`config.mk`:
```
export PLATFORM = sky130hd
export DESIGN_NAME = key_slot_rotator
export DESIGN_NICKNAME = d
export VERILOG_FILES = /design/src/rtl/keymove_pkg.sv /design/src/rtl/keymove_ctrl.sv /design/src/rtl/keymove_path.sv /design/src/rtl/key_slot_rotator.sv
export SDC_FILE = /design/constraint.sdc
export NUM_CORES = 1
export LEC_CHECK = 0
export BUFFER_PORTS_ARGS = -buffer_cell sky130_fd_sc_hd__buf_2
export CORE_UTILIZATION = 31
export DETAILED_ROUTE_END_ITERATION = 10
export GPL_ROUTABILITY_DRIVEN = 0
export HOLD_SLACK_MARGIN = 0.06
export PLACE_DENSITY = 0.57
export SYNTH_ARGS = -nofsm -noshare
export SYNTH_HDL_FRONTEND = slang
export SYNTH_SLANG_ARGS = --single-unit
```
`constraint.sdc`:
```
create_clock -name clk -period 2.5 [get_ports clk]
set_input_delay 0.5 -clock clk [delete_from_list [all_inputs] [get_ports clk]]
set_output_delay 0.5 -clock clk [all_outputs]
set_load 0.01 [all_outputs]
```
`src/rtl/keymove_pkg.sv`:
```
package keymove_pkg;
  localparam int unsigned KM_SLOTS = 6;
  localparam int unsigned KM_IDX_W = $clog2(KM_SLOTS);

  typedef struct packed {
    logic                capture;
    logic                writeKey;
    logic                fillWr;
    logic [KM_IDX_W-1:0] fillAddr;
    logic                endMove;
  } kmCtl_t;
endpackage

```
`src/rtl/keymove_ctrl.sv`:
```
module keymove_ctrl
  import keymove_pkg::*;
#(
  parameter int unsigned PERIOD_W = 16
) (
  input  logic                clk,
  input  logic                rstN,
  input  logic                keyLoadValid,
  input  logic [PERIOD_W-1:0] periodCfg,
  output kmCtl_t              ctl
);
  localparam logic [PERIOD_W-1:0] CNT_ONE  = 1;
  localparam logic [KM_IDX_W-1:0] IDX_ONE  = 1;
  localparam logic [KM_IDX_W-1:0] IDX_LAST = KM_IDX_W'(KM_SLOTS - 1);

  typedef enum logic [1:0] {S_IDLE, S_READ, S_WRITE, S_FILL} mvState_t;

  mvState_t            state;
  logic [PERIOD_W-1:0] idleCnt;
  logic [KM_IDX_W-1:0] fillIdx;
  logic                expire;

  assign expire = (state == S_IDLE) && (periodCfg != '0) && ((idleCnt + CNT_ONE) == periodCfg);

  always_ff @(posedge clk or negedge rstN) begin
    if (!rstN) begin
      state   <= S_IDLE;
      idleCnt <= '0;
      fillIdx <= '0;
    end else if (keyLoadValid) begin
      state   <= S_IDLE;
      idleCnt <= '0;
      fillIdx <= '0;
    end else begin
      case (state)
        S_IDLE: begin
          if (expire) begin
            state   <= S_READ;
            idleCnt <= '0;
          end else begin
            idleCnt <= idleCnt + CNT_ONE;
          end
        end
        S_READ:  state <= S_WRITE;
        S_WRITE: begin
          state   <= S_FILL;
          fillIdx <= '0;
        end
        S_FILL: begin
          if (fillIdx == IDX_LAST) begin
            state   <= S_IDLE;
            fillIdx <= '0;
          end else begin
            fillIdx <= fillIdx + IDX_ONE;
          end
        end
        default: state <= S_IDLE;
      endcase
    end
  end

  always_comb begin
    ctl.capture  = (state == S_READ);
    ctl.writeKey = (state == S_WRITE);
    ctl.fillWr   = (state == S_FILL);
    ctl.fillAddr = fillIdx;
    ctl.endMove  = (state == S_FILL) && (fillIdx == IDX_LAST);
  end

  // at most one memory operation per cycle
  p_one_op_r8: assert property (@(posedge clk) disable iff (!rstN)
    $onehot0({ctl.capture, ctl.writeKey, ctl.fillWr}));

  // read of the key is followed directly by its write
  p_read_then_write_r3: assert property (@(posedge clk) disable iff (!rstN)
    (ctl.capture && !keyLoadValid) |=> ctl.writeKey);

  // a zero interval never starts a move
  p_no_move_off_r10: assert property (@(posedge clk) disable iff (!rstN)
    (state == S_IDLE && periodCfg == '0) |=> !ctl.capture);
endmodule

```
`src/rtl/keymove_path.sv`:
```
module keymove_path
  import keymove_pkg::*;
#(
  parameter int unsigned KEY_W = 8
) (
  input  logic                clk,
  input  logic                rstN,
  input  logic                keyLoadValid,
  input  logic [KEY_W-1:0]    keyLoadData,
  input  kmCtl_t              ctl,
  input  logic [KM_IDX_W-1:0] rawAddr,
  output logic [KEY_W-1:0]    keyOut,
  output logic [KM_IDX_W-1:0] keyOffset,
  output logic [KEY_W-1:0]    rawData
);
  localparam logic [KM_IDX_W-1:0] IDX_ONE  = 1;
  localparam logic [KM_IDX_W-1:0] IDX_LAST = KM_IDX_W'(KM_SLOTS - 1);

  logic [KEY_W-1:0]    slots [KM_SLOTS];
  logic [KEY_W-1:0]    holdKey;
  logic [KM_IDX_W-1:0] tracker;
  logic [KM_IDX_W-1:0] nextOfs;
  logic                phase;
  logic                inMove;
  logic [KEY_W-1:0]    filler;

  // checkerboard: odd bit positions set in phase 0, inverted in phase 1
  always_comb begin
    for (int b = 0; b < int'(KEY_W); b++) begin
      filler[b] = (b % 2 == 1) ^ phase;
    end
  end

  assign nextOfs = (tracker == IDX_LAST) ? '0 : tracker + IDX_ONE;

  always_ff @(posedge clk or negedge rstN) begin
    if (!rstN) begin
      for (int i = 0; i < int'(KM_SLOTS); i++) slots[i] <= '0;
      holdKey <= '0;
      tracker <= '0;
      phase   <= 1'b0;
      inMove  <= 1'b0;
    end else if (keyLoadValid) begin
      slots[0] <= keyLoadData;
      holdKey  <= keyLoadData;
      tracker  <= '0;
      phase    <= 1'b0;
      inMove   <= 1'b0;
    end else begin
      if (ctl.capture) begin
        holdKey <= slots[tracker];
        inMove  <= 1'b1;
      end
      if (ctl.writeKey) begin
        slots[nextOfs] <= holdKey;
        tracker        <= nextOfs;
      end
      if (ctl.fillWr && (ctl.fillAddr != tracker)) begin
        slots[ctl.fillAddr] <= filler;
      end
      if (ctl.endMove) begin
        phase  <= ~phase;
        inMove <= 1'b0;
      end
    end
  end

  assign keyOut    = inMove ? holdKey : slots[tracker];
  assign keyOffset = tracker;
  assign rawData   = (rawAddr < KM_IDX_W'(KM_SLOTS)) ? slots[rawAddr] : '0;

  // offset stays inside the region
  p_offset_range_r7: assert property (@(posedge clk) disable iff (!rstN)
    keyOffset < KM_IDX_W'(KM_SLOTS));

  // a key write advances the offset by one with wrap
  p_offset_step_r3: assert property (@(posedge clk) disable iff (!rstN)
    (ctl.writeKey && !keyLoadValid) |=>
      keyOffset == (($past(keyOffset) == IDX_LAST) ? '0 : $past(keyOffset) + IDX_ONE));

  // the new key slot holds the held key
  p_key_lands_r4: assert property (@(posedge clk) disable iff (!rstN)
    (ctl.writeKey && !keyLoadValid) |=> slots[keyOffset] == $past(holdKey));

  // key output steady through the filler sweep
  p_key_steady_r8: assert property (@(posedge clk) disable iff (!rstN)
    (ctl.fillWr && !keyLoadValid) |=> keyOut == $past(keyOut));

  // a load takes effect on the next cycle
  p_load_r2: assert property (@(posedge clk) disable iff (!rstN)
    keyLoadValid |=> (keyOffset == '0) && (keyOut == $past(keyLoadData)));
endmodule

```
`src/rtl/key_slot_rotator.sv`:
```
module key_slot_rotator
  import keymove_pkg::*;
#(
  parameter int unsigned KEY_W    = 8,
  parameter int unsigned PERIOD_W = 16
) (
  input  logic                clk,
  input  logic                rstN,
  input  logic                keyLoadValid,
  input  logic [KEY_W-1:0]    keyLoadData,
  input  logic [PERIOD_W-1:0] periodCfg,
  input  logic [KM_IDX_W-1:0] rawAddr,
  output logic [KEY_W-1:0]    keyOut,
  output logic [KM_IDX_W-1:0] keyOffset,
  output logic [KEY_W-1:0]    rawData
);
  kmCtl_t ctl;

  keymove_ctrl #(.PERIOD_W(PERIOD_W)) u_ctrl (
    .clk          (clk),
    .rstN         (rstN),
    .keyLoadValid (keyLoadValid),
    .periodCfg    (periodCfg),
    .ctl          (ctl)
  );

  keymove_path #(.KEY_W(KEY_W)) u_path (
    .clk          (clk),
    .rstN         (rstN),
    .keyLoadValid (keyLoadValid),
    .keyLoadData  (keyLoadData),
    .ctl          (ctl),
    .rawAddr      (rawAddr),
    .keyOut       (keyOut),
    .keyOffset    (keyOffset),
    .rawData      (rawData)
  );
endmodule

```
==> results_dict.tcl <==
set metrics [dict create \
    pin_count 49 \
    layout-drive-gt1-share_pct 23.6 \
    synth.avg_cell_area_um2 8.32 \
    hpwlAfterDp_mm 12.4 \
    numCtsBuffers 9 \
    worst_ir_drop_vdd_v 0.000317 \
    synth_cell_types 52 \
    die_width_um 136 \
    floorplan_die_area_um2 18400 \
    clock_tree.buffer_depth 2 \
    max_slew.worst_pin.slew_ns 0.582 \
    worstSetupEndpointType "output port" \
    antenna_cells 0 \
    drt-initial-drc-count 391 \
    dr_total_vias 5228 \
    worstPathMaxFanout 7 \
    p_leak_nw 2.80 \
    clock_root_buffer "sky130_fd_sc_hd__clkbuf_16" \
    synthesis.area_um2 5550 \
    min_cycle_time_layout_ns 2.49 \
    holdWs_ns 0.0874 \
    fin_crit_sh_pct 99.8 \
    timing.critical_path.from_type "flop" \
    std_cell_rows 48 \
    relSlewSlack_pct 61.2 \
    dr_wl_met3_mm 1.09 \
    drt_pass1_iterations 5 \
    timing.hold.worst.class "input pin to async pin" \
    route.detailed.wl_per_inst_um 17.1 \
    clock_sink_count 82 \
    placeableCoreArea_um2 17400 \
    max_clock_freq_mhz 401 \
    number_of_setup_violations_in_the_final_report 0 \
    number_of_antenna_violations_at_the_first_check_in_global_routing 0 \
    ant_nets 0 \
    wire_length_the_detailed_router_placed_on_met1_mm 7.94 \
    highest_layer "met4" \
    detail_route.vias_per_cell 5.40 \
    rr_worst_depth 8 \
    slew_viol_final 0 \
    finalClockSkew_ns 0.0103 \
    worstPathArrival_ns 1.99 \
    async_set_or_reset_register_ratio_after_synthesis_pct 100 \
    synth_top_area_share_pct 37.0 \
    route.final.wire_length_mm 16.5 \
    io_buffers 48 \
    clk-insertion-delay-late_ns 0.35 \
    finalNetCount 774 \
    synth_enable_flop_cells 0 \
    worstPathRequired_ns 2.00 \
    cts.hold.buffers_added 0 \
    ys.warnings.count 0 \
    overall_power_of_the_completed_layout_mw 3.69 \
    rr_startpoint "u_ctrl.idleCnt[0]$_DFFE_PN0P_" \
    tritoncts "yes" \
    starting_utilization_of_the_core_area_pct 31.9 \
    pre_cts_setup_slack_ns 0.126 \
    yosys_register_bits 82 \
    worstSetupPathType "flop to output port" \
    yosysSeqAreaShare_pct 37.0 \
    synthCells 667 \
    drc 0 \
    grt_overflow 0 \
    fin_hold_viols 0 \
    outcome "finished clean" \
    r2r_setup_slack_ns 0.10 \
    dominantRegCellSynth "sky130_fd_sc_hd__dfrtp_1" \
    syn-num-nets 703 \
    yosysMostFrequentCell "sky130_fd_sc_hd__dfrtp_1" \
    rsz0062_at_grt "true" \
    clk_pin_slew_worst_paths_ns 0.06 \
    synth_commonest_cells "82 x sky130_fd_sc_hd__dfrtp_1, 80 x sky130_fd_sc_hd__nand2_1, 80 x sky130_fd_sc_hd__o21ai_0" \
    die_y_um 136 \
    groute.usage.overall_pct 18.9 \
    design_area_um2 6820 \
    global_route_wire_length_before_repair_mm 26.9 \
    max_cap_violations 0 \
    pwr_density_cell_nw_per_um2 541 \
    maximum_number_of_pins_on_one_net_before_global_route_repair 42 \
    synth_area_leader_cell "sky130_fd_sc_hd__dfrtp_1" \
    r2r-end "u_ctrl.state[1]$_DFFE_PN0P_" \
    first_global_vias 5041 \
    top_cells_by_area_in_the_synthesized_netlist "sky130_fd_sc_hd__dfrtp_1 37%, sky130_fd_sc_hd__o21ai_0 7.2%, sky130_fd_sc_hd__a21oi_1 6.3%" \
    layout-area-overhead-vs-synth_pct 22.9 \
    htree_num_levels 3 \
    met2RoutedLength_mm 7.26 \
    setup_ws_ns 0.00519 \
    placed_area_um2 6290 \
]
placed cells by master (no fill, tap or decap), types with 6 or more instances in the layout:
master,n
sky130_fd_sc_hd__nor4_1,9
sky130_fd_sc_hd__nand2b_1,20
sky130_fd_sc_hd__a22o_1,11
sky130_fd_sc_hd__a21oi_1,70
sky130_fd_sc_hd__o21ai_0,74
sky130_fd_sc_hd__nand4_1,8
sky130_fd_sc_hd__nor2_1,48
sky130_fd_sc_hd__xor2_1,9
sky130_fd_sc_hd__nand2_1,80
sky130_fd_sc_hd__xnor2_1,17
sky130_fd_sc_hd__buf_2,46
sky130_fd_sc_hd__inv_1,18
sky130_fd_sc_hd__o22ai_1,10
sky130_fd_sc_hd__nor2b_1,7
sky130_fd_sc_hd__dfrtp_1,80
sky130_fd_sc_hd__nand3_1,20
sky130_fd_sc_hd__mux4_2,11
sky130_fd_sc_hd__mux2i_1,28
sky130_fd_sc_hd__clkbuf_16,9
sky130_fd_sc_hd__nor3_1,7
sky130_fd_sc_hd__mux2_2,7
sky130_fd_sc_hd__buf_4,55
sky130_fd_sc_hd__a31oi_1,6
cell type report:
type / count / area [um2]
tap: 225 / 282
sequential: 82 / 2050
clock inverter: 6 / 73.8
timing repair buffer: 108 / 739
clock buffer: 10 / 229
inverter: 20 / 75.1
fill: 1812 / 10600
multi-input combinational: 517 / 3370
how the worst max path moves through the flow:
stage / slack (ns) / endpoint / start / cells past startpoint
5_1_grt: -0.07 / u_ctrl.state[1]$_DFFE_PN0P_ / u_ctrl.idleCnt[0]$_DFFE_PN0P_ / 8
6_report: 0.005 / keyOut[7] / u_path.keyOffset[2]$_DFFE_PN0P_ / 6
3_5_place_dp: 0.13 / u_ctrl.state[1]$_DFFE_PN0P_ / u_ctrl.idleCnt[0]$_DFFE_PN0P_ / 9
4_1_cts: -0.004 / keyOut[7] / u_path.keyOffset[2]$_DFFE_PN0P_ / 6
3_3_place_gp: 0.07 / u_ctrl.state[1]$_DFFE_PN0P_ / u_ctrl.idleCnt[0]$_DFFE_PN0P_ / 9
2_1_floorplan: -0.05 / u_ctrl.state[1]$_DFFE_PN0P_ / u_ctrl.idleCnt[0]$_DFFE_PN0P_ / 8
worst max-delay path, cell delays in order, from the launching register on:
cell                      delay (ns)
sky130_fd_sc_hd__dfrtp_2        0.45
sky130_fd_sc_hd__buf_6          0.14
sky130_fd_sc_hd__mux4_2         0.49
sky130_fd_sc_hd__inv_2          0.08
sky130_fd_sc_hd__o22ai_4        0.08
sky130_fd_sc_hd__mux2_4         0.29
sky130_fd_sc_hd__buf_6          0.12
routing by layer:
| metal | GRT usage, % | vias up |
|---|---|---|
| met3 | 3.82 | 14 |
| met5 | 0 | - |
| li1 | - | 2531 |
| met1 | 28.0 | 2537 |
| met2 | 27.3 | 146 |
| met4 | 6.18 | 0 |
repair_timing:
action                                  CTS  global route
endpoints found under the setup margin    8            28
cloned                                    0             0
resized for setup                        16            26
buffers inserted                          2             6
pin swaps                                 0             7
state kept, by name (all words and copies together) (netlist names):
| register | flops |
|---|---|
| u_ctrl.fillIdx | 3 |
| u_ctrl.idleCnt | 16 |
| u_ctrl.state | 2 |
| u_path.holdKey | 8 |
| u_path.inMove | 1 |
| u_path.keyOffset | 3 |
| u_path.phase | 1 |
| u_path.slots | 48 |
logic make-up after synthesis:
family | count (synthesis) | synth area share, %
DFF | 82 | 37.0
AOI/OAI and AO/OA | 202 | 20.6
adders and majority gates | 6 | 1.35
and+or+nand+nor | 235 | 20.8
xor gates and xnor gates | 26 | 4.10
muxes | 48 | 11.3
buffers and inverters | 68 | 4.92
stage by stage:
step	utilization, %	TNS (ns)	cells
detailed placement	36.1	0	944
finish	39.2	0	968
floorplan	-	-0.0461	667
CTS	38.2	-0.00436	962
global placement	36.1	0	944
global route	39.2	-0.431	968
power by group:
part	internal, mW	leakage [nW]	total [mW]	switching [mW]
sequential	1.46	1.03	1.63	0.162
clock	0.787	0.148	1.37	0.588
combinational	0.332	1.63	0.690	0.358
total	2.58	2.80	3.69	1.11
Power figures use the tool's default switching activity.
